==> src/rtl/i2cs_pkg.sv <==
package i2cs_pkg;
  // register select codes
  localparam logic [1:0] RA_DATA = 2'd0;
  localparam logic [1:0] RA_COND = 2'd1;
  localparam logic [1:0] RA_CTRL = 2'd2;
  localparam logic [1:0] RA_STAT = 2'd3;

  // condition register bits
  localparam int REQ_START   = 0;
  localparam int REQ_RESTART = 1;
  localparam int REQ_STOP    = 2;
  localparam int COND_DONE   = 3;

  // control register bits
  localparam int CTL_TXEN = 0;
  localparam int CTL_TXIE = 1;
  localparam int CTL_TEIE = 2;
  localparam int CTL_RXIE = 3;
  localparam int CTL_ACK  = 4;
  localparam int CTL_W    = 4;

  // status register bits
  localparam int ST_EMULTI = 2;
  localparam int ST_ENOTGT = 3;

  localparam logic [7:0] DUMMY_BYTE = 8'hFF;

  typedef enum logic { TS_IDLE, TS_ACTIVE } txn_state_t;
  typedef enum logic [1:0] { BK_ADDR, BK_PAYLOAD, BK_DUMMY, BK_DROP } byte_kind_t;

  // a request field is legal when no more than one bit is set
  function automatic logic req_legal(input logic [2:0] r);
    return (r & (r - 3'd1)) == 3'd0;
  endfunction

  // meaning of a written data byte given the transfer state
  function automatic byte_kind_t classify_byte(input logic active, input logic is_read,
                                               input logic [7:0] b);
    if (!active)          return BK_ADDR;
    if (!is_read)         return BK_PAYLOAD;
    if (b == DUMMY_BYTE)  return BK_DUMMY;
    return BK_DROP;
  endfunction
endpackage

==> src/rtl/i2cs_fifo.sv <==
module i2cs_fifo #(
  parameter int WIDTH = 8,
  parameter int DEPTH = 4
) (
  input  logic             clk,
  input  logic             rst_n,
  input  logic             clr,
  input  logic             push,
  input  logic [WIDTH-1:0] din,
  input  logic             pop,
  output logic [WIDTH-1:0] dout,
  output logic             empty,
  output logic             full
);
  localparam int PW = (DEPTH > 1) ? $clog2(DEPTH) : 1;
  localparam int CW = $clog2(DEPTH + 1);

  logic [WIDTH-1:0] mem [DEPTH];
  logic [PW-1:0]    rp, wp;
  logic [CW-1:0]    cnt;
  logic             do_push, do_pop;

  function automatic logic [PW-1:0] ptr_next(input logic [PW-1:0] p);
    return (p == PW'(DEPTH - 1)) ? '0 : p + 1'b1;
  endfunction

  assign empty   = (cnt == '0);
  assign full    = (cnt == CW'(DEPTH));
  assign do_push = push && !full;
  assign do_pop  = pop && !empty;
  assign dout    = mem[rp];

  always_ff @(posedge clk or negedge rst_n) begin
    if (!rst_n) begin
      rp  <= '0;
      wp  <= '0;
      cnt <= '0;
    end else if (clr) begin
      rp  <= '0;
      wp  <= '0;
      cnt <= '0;
    end else begin
      if (do_push) wp <= ptr_next(wp);
      if (do_pop)  rp <= ptr_next(rp);
      cnt <= cnt + CW'(do_push) - CW'(do_pop);
    end
  end

  always_ff @(posedge clk) begin
    if (do_push && !clr) mem[wp] <= din;
  end
endmodule

==> src/rtl/i2cs_txn_tracker.sv <==
module i2cs_txn_tracker
  import i2cs_pkg::*;
(
  input  logic       clk,
  input  logic       rst_n,
  input  logic       addr_ev,
  input  logic [7:0] addr_byte,
  input  logic       cond_done,
  output logic       active,
  output logic       is_read,
  output logic [6:0] tgt
);
  txn_state_t state_q;

  always_ff @(posedge clk or negedge rst_n) begin
    if (!rst_n) begin
      state_q <= TS_IDLE;
      is_read <= 1'b0;
      tgt     <= '0;
    end else if (cond_done) begin
      state_q <= TS_IDLE;
      is_read <= 1'b0;
      tgt     <= '0;
    end else if (addr_ev) begin
      state_q <= TS_ACTIVE;
      is_read <= addr_byte[0];
      tgt     <= addr_byte[7:1];
    end
  end

  assign active = (state_q == TS_ACTIVE);
endmodule

==> src/rtl/i2cs_cond_engine.sv <==
module i2cs_cond_engine
  import i2cs_pkg::*;
(
  input  logic       clk,
  input  logic       rst_n,
  input  logic       req_wr,
  input  logic [2:0] req_bits,
  input  logic       active,
  input  logic       is_read,
  input  logic       wq_empty,
  output logic [2:0] pend,
  output logic       complete,
  output logic       flush_pop,
  output logic       multi_ev,
  output logic       notgt_ev,
  output logic       end_ev,
  output logic       rx_clr,
  output logic       wq_clr
);
  logic accept, drain_kind;

  assign accept     = req_wr && (req_bits != 3'd0) && req_legal(req_bits) && (pend == 3'd0);
  assign multi_ev   = req_wr && !req_legal(req_bits);
  assign drain_kind = pend[REQ_RESTART] | pend[REQ_STOP];
  assign flush_pop  = drain_kind && !wq_empty;
  assign complete   = pend[REQ_START] || (drain_kind && wq_empty);
  assign end_ev     = complete && pend[REQ_STOP] && active;
  assign notgt_ev   = complete && drain_kind && !active;
  assign wq_clr     = complete && pend[REQ_START];
  assign rx_clr     = wq_clr || (end_ev && is_read);

  always_ff @(posedge clk or negedge rst_n) begin
    if (!rst_n)        pend <= '0;
    else if (complete) pend <= '0;
    else if (accept)   pend <= req_bits;
  end
endmodule

==> src/rtl/i2c_seq_ctrl.sv <==
module i2c_seq_ctrl
  import i2cs_pkg::*;
#(
  parameter int WQ_DEPTH = 4,
  parameter int RQ_DEPTH = 4
) (
  input  logic       clk,
  input  logic       rst_n,
  input  logic       reg_wr,
  input  logic       reg_rd,
  input  logic [1:0] reg_addr,
  input  logic [7:0] reg_wdata,
  output logic [7:0] reg_rdata,
  output logic       txi_o,
  output logic       rxi_o,
  output logic       tei_o,
  output logic [6:0] bus_tgt_o,
  output logic       bus_wr_valid_o,
  output logic [7:0] bus_wr_data_o,
  output logic       bus_rd_req_o,
  input  logic       bus_rd_valid_i,
  input  logic [7:0] bus_rd_data_i,
  output logic       bus_end_o
);
  // register state
  logic [CTL_W-1:0] ctrl_q;
  logic             done_q, err_multi_q, err_notgt_q;
  logic             txi_q, rxi_q, rdreq_q;

  // named internal events
  logic       txi_en_w, tei_en_w;
  logic       txn_active, txn_read;
  logic [6:0] txn_tgt;
  logic [2:0] cond_pend;
  logic       cond_complete, flush_pop, multi_ev, notgt_ev, end_ev, rx_clr, wq_clr;
  logic       req_wr, done_clr_wr, stat_wr, ctrl_wr;
  logic       data_ok, addr_ev, pay_ev, dummy_ev, rd_data, ack_ev, rx_push_ok;
  byte_kind_t kind;
  logic [7:0] wq_head, rq_head;
  logic       wq_empty, wq_full, rq_empty, rq_full;

  assign txi_en_w    = ctrl_q[CTL_TXIE];
  assign tei_en_w    = ctrl_q[CTL_TEIE];
  assign req_wr      = reg_wr && (reg_addr == RA_COND);
  assign done_clr_wr = req_wr && !reg_wdata[COND_DONE];
  assign stat_wr     = reg_wr && (reg_addr == RA_STAT);
  assign ctrl_wr     = reg_wr && (reg_addr == RA_CTRL);
  assign ack_ev      = ctrl_wr && reg_wdata[CTL_ACK];
  assign rd_data     = reg_rd && (reg_addr == RA_DATA);

  assign data_ok  = reg_wr && (reg_addr == RA_DATA) && ctrl_q[CTL_TXEN] && (cond_pend == 3'd0);
  assign kind     = classify_byte(txn_active, txn_read, reg_wdata);
  assign addr_ev  = data_ok && (kind == BK_ADDR);
  assign pay_ev   = data_ok && (kind == BK_PAYLOAD) && !wq_full;
  assign dummy_ev = data_ok && (kind == BK_DUMMY);

  assign rx_push_ok = bus_rd_valid_i && txn_active && txn_read && !rq_full && !rx_clr;

  i2cs_txn_tracker u_trk (
    .clk       (clk),
    .rst_n     (rst_n),
    .addr_ev   (addr_ev),
    .addr_byte (reg_wdata),
    .cond_done (cond_complete),
    .active    (txn_active),
    .is_read   (txn_read),
    .tgt       (txn_tgt)
  );

  i2cs_cond_engine u_cond (
    .clk       (clk),
    .rst_n     (rst_n),
    .req_wr    (req_wr),
    .req_bits  (reg_wdata[2:0]),
    .active    (txn_active),
    .is_read   (txn_read),
    .wq_empty  (wq_empty),
    .pend      (cond_pend),
    .complete  (cond_complete),
    .flush_pop (flush_pop),
    .multi_ev  (multi_ev),
    .notgt_ev  (notgt_ev),
    .end_ev    (end_ev),
    .rx_clr    (rx_clr),
    .wq_clr    (wq_clr)
  );

  i2cs_fifo #(.WIDTH(8), .DEPTH(WQ_DEPTH)) u_wq (
    .clk   (clk),
    .rst_n (rst_n),
    .clr   (wq_clr),
    .push  (pay_ev),
    .din   (reg_wdata),
    .pop   (flush_pop),
    .dout  (wq_head),
    .empty (wq_empty),
    .full  (wq_full)
  );

  i2cs_fifo #(.WIDTH(8), .DEPTH(RQ_DEPTH)) u_rq (
    .clk   (clk),
    .rst_n (rst_n),
    .clr   (rx_clr),
    .push  (rx_push_ok),
    .din   (bus_rd_data_i),
    .pop   (rd_data),
    .dout  (rq_head),
    .empty (rq_empty),
    .full  (rq_full)
  );

  always_ff @(posedge clk or negedge rst_n) begin
    if (!rst_n) begin
      ctrl_q      <= '0;
      done_q      <= 1'b0;
      err_multi_q <= 1'b0;
      err_notgt_q <= 1'b0;
      txi_q       <= 1'b0;
      rxi_q       <= 1'b0;
      rdreq_q     <= 1'b0;
    end else begin
      if (ctrl_wr) ctrl_q <= reg_wdata[CTL_W-1:0];

      if (cond_complete)               done_q <= 1'b1;
      else if (addr_ev || done_clr_wr) done_q <= 1'b0;

      if (multi_ev)                            err_multi_q <= 1'b1;
      else if (stat_wr && reg_wdata[ST_EMULTI]) err_multi_q <= 1'b0;

      if (notgt_ev)                             err_notgt_q <= 1'b1;
      else if (stat_wr && reg_wdata[ST_ENOTGT]) err_notgt_q <= 1'b0;

      txi_q   <= txi_en_w && (addr_ev || pay_ev || dummy_ev || rd_data || ack_ev);
      rxi_q   <= ctrl_q[CTL_RXIE] && rx_push_ok;
      rdreq_q <= dummy_ev;
    end
  end

  always_comb begin
    reg_rdata = 8'h00;
    case (reg_addr)
      RA_DATA: reg_rdata = rq_empty ? 8'h00 : rq_head;
      RA_COND: reg_rdata = {4'b0000, done_q, cond_pend};
      RA_CTRL: reg_rdata = {{(8-CTL_W){1'b0}}, ctrl_q};
      default: reg_rdata = {3'b000, !rq_empty, err_notgt_q, err_multi_q, txn_read, txn_active};
    endcase
  end

  assign txi_o          = txi_q;
  assign rxi_o          = rxi_q;
  assign tei_o          = tei_en_w && done_q;
  assign bus_tgt_o      = txn_tgt;
  assign bus_wr_valid_o = flush_pop;
  assign bus_wr_data_o  = flush_pop ? wq_head : 8'h00;
  assign bus_rd_req_o   = rdreq_q;
  assign bus_end_o      = end_ev;
endmodule

==> config.mk <==
export PLATFORM = sky130hd
export DESIGN_NAME = i2c_seq_ctrl
export DESIGN_NICKNAME = d
export VERILOG_FILES = /design/src/rtl/i2cs_pkg.sv /design/src/rtl/i2cs_fifo.sv /design/src/rtl/i2cs_txn_tracker.sv /design/src/rtl/i2cs_cond_engine.sv /design/src/rtl/i2c_seq_ctrl.sv
export SDC_FILE = /design/constraint.sdc
export NUM_CORES = 1
export LEC_CHECK = 0
export ABC_AREA = 1
export CAP_MARGIN = 20
export CORE_ASPECT_RATIO = 0.6
export CORE_MARGIN = 2
export CORE_UTILIZATION = 28
export CTS_CLUSTER_SIZE = 10
export DETAILED_ROUTE_END_ITERATION = 8
export PLACE_DENSITY = 0.56
export SYNTH_ARGS = -nofsm -noshare
export SYNTH_HDL_FRONTEND = slang
export SYNTH_SLANG_ARGS = --single-unit
==> constraint.sdc <==
create_clock -name clk -period 5.5 [get_ports clk]
set_input_delay 1.375 -clock clk [delete_from_list [all_inputs] [get_ports clk]]
set_output_delay 1.375 -clock clk [all_outputs]
set_load 0.02 [all_outputs]
Word level (Yosys, flattened, before mapping)
Memories as Yosys holds them, arrays and structs flattened.
Index checks and enable logic that the tools add are counted.
Storage, ports and cells
  memories kept: 2
  bits of input ports: 23
  register bits after elaboration: 36
  output and inout port bits: 29
  memory bits (writable): 64
  logic and storage cells: 160
Cells by class
  bitwise operators: 2
  add/sub/neg operators: 9
  muxes and demuxes: 46
  reduce and logical (&&, ||, !) cells: 72
  equal/unequal tests: 12
Memory list
  u_rq.mem: words 4, bits a word 8, read ports 1, clocked after memory_dff 0, wr ports 1, line i2cs_fifo.sv:18  | logic [WIDTH-1:0] mem [DEPTH];
  u_wq.mem: words 4, bits a word 8, read ports 1, clocked after memory_dff 0, wr ports 1, line i2cs_fifo.sv:18
Operator list (number)
  logical AND 1 bit: 40
  2-to-1 mux 2 bit: 18
  one-hot mux 8 bit (3 select lines): 1
  2-to-1 mux 1 bit: 19
  nonzero test 2 bit: 9
  2-to-1 mux 8 bit: 2
  equality test 2 bit, second input constant: 7
  2-to-1 mux 7 bit: 2
  zero test 3 bit: 4
  2-to-1 mux 3 bit: 4
  zero test 1 bit: 9
  adder 2 x 1 -> 2 bit, second input constant: 4
  equality test 8 bit, second input constant: 1
  logical OR 1 bit: 7
  adder 3 x 1 -> 3 bit: 2
  equality test 3 bit, second input constant: 2
  subtractor 3 x 1 -> 3 bit: 2
  equality test 2 x 1 -> 1 bit, second input constant: 2
  zero test 2 bit: 2
  bitwise AND 3 bit: 1
  nonzero test 3 bit: 1
  subtractor 3 x 1 -> 3 bit, second input constant: 1
  OR 1 bit: 1

Longest topological paths before layout
Gate-level depths: netlist of run 1.
  depth in word-level cells: 15
  gate-level depth with buffers: 11
  mapped depth without buffers: 11

By module
From an unflattened synthesis of run 1, not the netlist that was laid out.
Second synthesis, totals
  cell total of the unflattened synthesis: 504
  area, all modules: 4956.0 um^2
Modules (own cells, without submodules)
  i2cs_fifo (u_wq): instances 1, cells an instance 156, area an instance 1825.5 um^2
  i2cs_fifo (u_rq): instances 1, cells an instance 157, area an instance 1808.0 um^2
  i2c_seq_ctrl: instances 1, cells an instance 122, area an instance 734.5 um^2
  i2cs_txn_tracker: instances 1, cells an instance 38, area an instance 359.1 um^2
  i2cs_cond_engine: instances 1, cells an instance 31, area an instance 229.0 um^2

Worst setup path before layout of run 1
Ideal clock, no wire load.
  path type: input to output
  from: input port reg_addr[1]
  to: output port reg_rdata[5]
  arrival: 2.229 ns
  cell stages on the path: 5
  path buffers: 0
  setup slack: 1.896 ns
  path through: nor2_2 -> inv_1 -> nor2_1 -> inv_1 -> a21oi_1
Between the ends
  cells in the longest elaborated chain, start to end: 2
Ends and longest elaborated chain
  from (decl): line i2c_seq_ctrl.sv:11  | input logic [1:0] reg_addr,
  equality test 2 bit, or another cell as far along: line i2c_seq_ctrl.sv:141  | case (reg_addr)
  one-hot mux 8 bit (3 select lines) *: line i2c_seq_ctrl.sv:141
  to (decl): line i2c_seq_ctrl.sv:13  | output logic [7:0] reg_rdata,
Mark *: on every way between the ends. The rest lies on a longest branch, timed or not.

Worst setup path after layout of run 1
  from: input port reg_addr[0]
  to: output port reg_rdata[5]
The elaborated chain is that of the path after synthesis.

==> results of run 1 <==
[power by group]
part	switching (µW)	leakage (µW)	internal, µW
sequential	138	0.00104	907
clock	260	0.000141	346
combinational	553	0.00113	361
total	951	0.00231	1610
[metrics by stage]
stage	cell area, µm²	hold WS, ns
3_5_place_dp	5300	0.476
5_1_grt	5590	0.536
6_report	5590	0.493
4_1_cts	5590	0.492
3_3_place_gp	5300	0.468
2_1_floorplan	4590	0.453
[layout by cell type (no fill, tap or decap), drive strengths merged, types with 7 or more instances in the layout]
master | Yosys | final
o21ai | 45 | 45
a21oi | 17 | 17
clkbuf | 1 | 13
dfrtp | 36 | 36
ha | 14 | 14
nand4 | 7 | 7
nand2 | 81 | 81
inv | 57 | 58
clkdlybuf4s50 | 0 | 50
nor2 | 89 | 89
edfxtp | 64 | 64
nand3 | 29 | 29
[cell usage after synthesis, drive strengths merged]
| cell type | count | area [µm²] |
|---|---|---|
| xnor2 | 1 | 8.76 |
| nand3b | 1 | 7.51 |
| o2bb2ai | 1 | 8.76 |
| ha | 14 | 175 |
| clkinv | 1 | 3.75 |
| nand4 | 7 | 50.1 |
| o2111ai | 1 | 8.76 |
| clkbuf | 1 | 3.75 |
| a21oi | 17 | 85.1 |
| nand2 | 81 | 319 |
| nor2 | 89 | 354 |
| nor3 | 2 | 15.0 |
| dfrtp | 36 | 901 |
| o21ai | 45 | 233 |
| inv | 57 | 214 |
| xor2 | 2 | 17.5 |
| nand3 | 29 | 155 |
| buf | 10 | 58.8 |
| edfxtp | 64 | 1920 |
| a22o | 1 | 8.76 |
| fa | 2 | 40.0 |
[cell families (layout without fill, tap and decap cells)]
group	after synthesis	in the layout
flip-flops	100	100
AND/OR/NAND/NOR	209	209
buffers and inverters	69	126
AO/OA/AOI/OAI	65	65
adder cells (fa/ha/maj)	16	16
XOR/XNOR	3	3
[sequential cells by signal (all words and copies together), names as in the netlist, 2 cells and up]
signal and count:
u_rq.wp 2, ctrl_q 4, u_wq.wp 2, u_wq.rp 2, u_rq.rp 2, u_wq.mem 32
u_rq.cnt 3, u_wq.cnt 3, u_cond.pend 3, u_rq.mem 32, u_trk.tgt 7
[tightest hold or removal path, cell delays in order (launching register included)]
cell	delay [ns]
dfrtp_1	0.35
nand2_1	0.05
o21ai_0	0.06
[area by class of cell]
class                      count  area (µm²)  share of cell area
clock inverter                 3        18.8             0.00336
sequential                   100        2820               0.505
multi-input combinational    293        1490               0.266
clock buffer                  13         272              0.0486
tap                          209         262              0.0468
timing repair buffer          52         513              0.0917
inverter                      58         218              0.0389
[how the worst max path moves through the flow]
stage / startpoint / end / cells after the start
after global placement: reg_addr[0] / reg_rdata[5] / 7
after floorplan: reg_addr[1] / reg_rdata[5] / 5
after global routing: reg_addr[0] / reg_rdata[5] / 7
after detailed placement: reg_addr[0] / reg_rdata[5] / 7
after CTS: reg_addr[0] / reg_rdata[5] / 7
final: reg_addr[0] / reg_rdata[5] / 7
[per-layer routing]
layer / global-route usage / share of wire / vias up
met5: 0 / 0 / -
met1: 0.187 / 0.49 / 1597
met2: 0.200 / 0.43 / 75
met4: 0.0500 / 0.020 / 0
met3: 0.0335 / 0.057 / 19
li1: - / - / 1623
==> reports/metrics.csv, run 1 <==
metric;value;unit
max-cap violation count;0;
Post-CTS Hold Fix Bufs;0;
DP HPWL;7970;µm
Post-Synth Simple-Gate Area;0.196;
Fillers;1585;
outcome;finished clean;
Total Routing Usage GR;0.133;
die height;103;µm
vias per cell;4.55;
TritonCTS clock tree;done;
critical path's slowest cell;clkdlybuf4s50_1;
Routed WL per cell;15.0;µm
clk buf depth;2;
first-pass GRT wire length;17300;µm
cts bufs inserted;9;
global route total overflow;0;
pwr dens;459;nW/µm²
compound-gate portion of the synthesized area;0.0750;
Mapped Nets;501;
Starting Density;0.285;
CTS-repair resized insts;0;
Post-Place Setup Slack;0.681;ns
fmax;207;MHz
post-route minimum period;4.84;ns
critical path fanouts, max;7;
Setup CP Type;in -> out;
Syn Inst Count;462;
# Post-CTS Setup Buffers;0;
Final Power;2570;µW
Placed Cells;712;
leakage power figure;0.00231;µW
antenna violations before repair;0;
First-pass DRT Iterations;4;
WL final;10900;µm
CP arrival;3.46;ns
CTS sink count;100;
total core area;16100;µm²
R2R setup slack;3.15;ns
DRC;0;
Worst-Margin Slew;0.955;ns
fin util;0.347;
mux cell area share after synthesis;0;
post-synthesis cell area;4590;µm²
hold path depth;2;
Hold Crit Class;reg -> reg;
row count;36;
Non-Filler Instances;728;
antenna diode count;0;
pins over their slew limit;0;
Worst R2R Start;u_cond.pend[0];
vias in the first global route;3136;
startpoint types;primary input;
#FFs+latches synth;100;
Syn Area/Cell;9.93;µm²
Final Hold Viols;0;
CP max stage delay;0.63;ns
worst skew pair latency;0.34;ns
H-Tree Depth;3;
slew margin rel.;0.361;
RePlAce Congestion;0.927;
Ys Warns;0;
fraction of layout instances using a drive strength above 1;0.0713;
final period utilization;0.879;
die area;17500;µm²
Synth Area in XOR/XNOR;0.00573;
Worst setup EP type;primary output;
setup violators final;0;
DRT antenna net count;0;
via count;3314;
clk_skew;0.00770;ns
worst reg2reg endpoint;u_rq.mem[0][2];
DRT iter0 DRCs;330;
Hold Crit Start;ctrl_q[1];
post-synthesis adder-cell area fraction;0.0469;
VDD IR max;0.000196;V
CP required;4.12;ns
worst-case hold path end point;ctrl_q[1];
main combinational cell family by area after synthesis;simple AND/OR/NAND/NOR gates;
worst setup margin;0.663;ns
Worst-path clk slew;0.06;ns
sequential-to-total area share from yosys stat;0.615;
number of port buffers;51;
Nets;553;
setup tns final;0;ns
area grow syn2layout;21.8;%
CP cell instances;clkdlybuf4s50_1, nor2_2, inv_1, nor2_1, inv_1, a21oi_1, clkdlybuf4s50_1;
RSZ-0062 raised after global routing;no;
Top delay family on crit path;buffers and inverters;
die width;169;µm
reg2reg path depth;5;
largest net degree at the start of global routing;37;
# IOs;52;
number of library cell types mapped by synthesis;32;
Root Buffer;clkbuf_16;
CP bufs+invs;4;
No activity file was read; power rests on OpenSTA's default activity.
==> inputs of run 2 (changes only) <==
--- a/config.mk
+++ b/config.mk
@@ -13,6 +13,7 @@
 export CTS_CLUSTER_SIZE = 10
 export DETAILED_ROUTE_END_ITERATION = 8
 export PLACE_DENSITY = 0.56
+export SETUP_SLACK_MARGIN = 0.2
 export SYNTH_ARGS = -nofsm -noshare
 export SYNTH_HDL_FRONTEND = slang
 export SYNTH_SLANG_ARGS = --single-unit
==> results of run 2 <==
The final DEF is identical to that of run 1; final timing and power are the same.
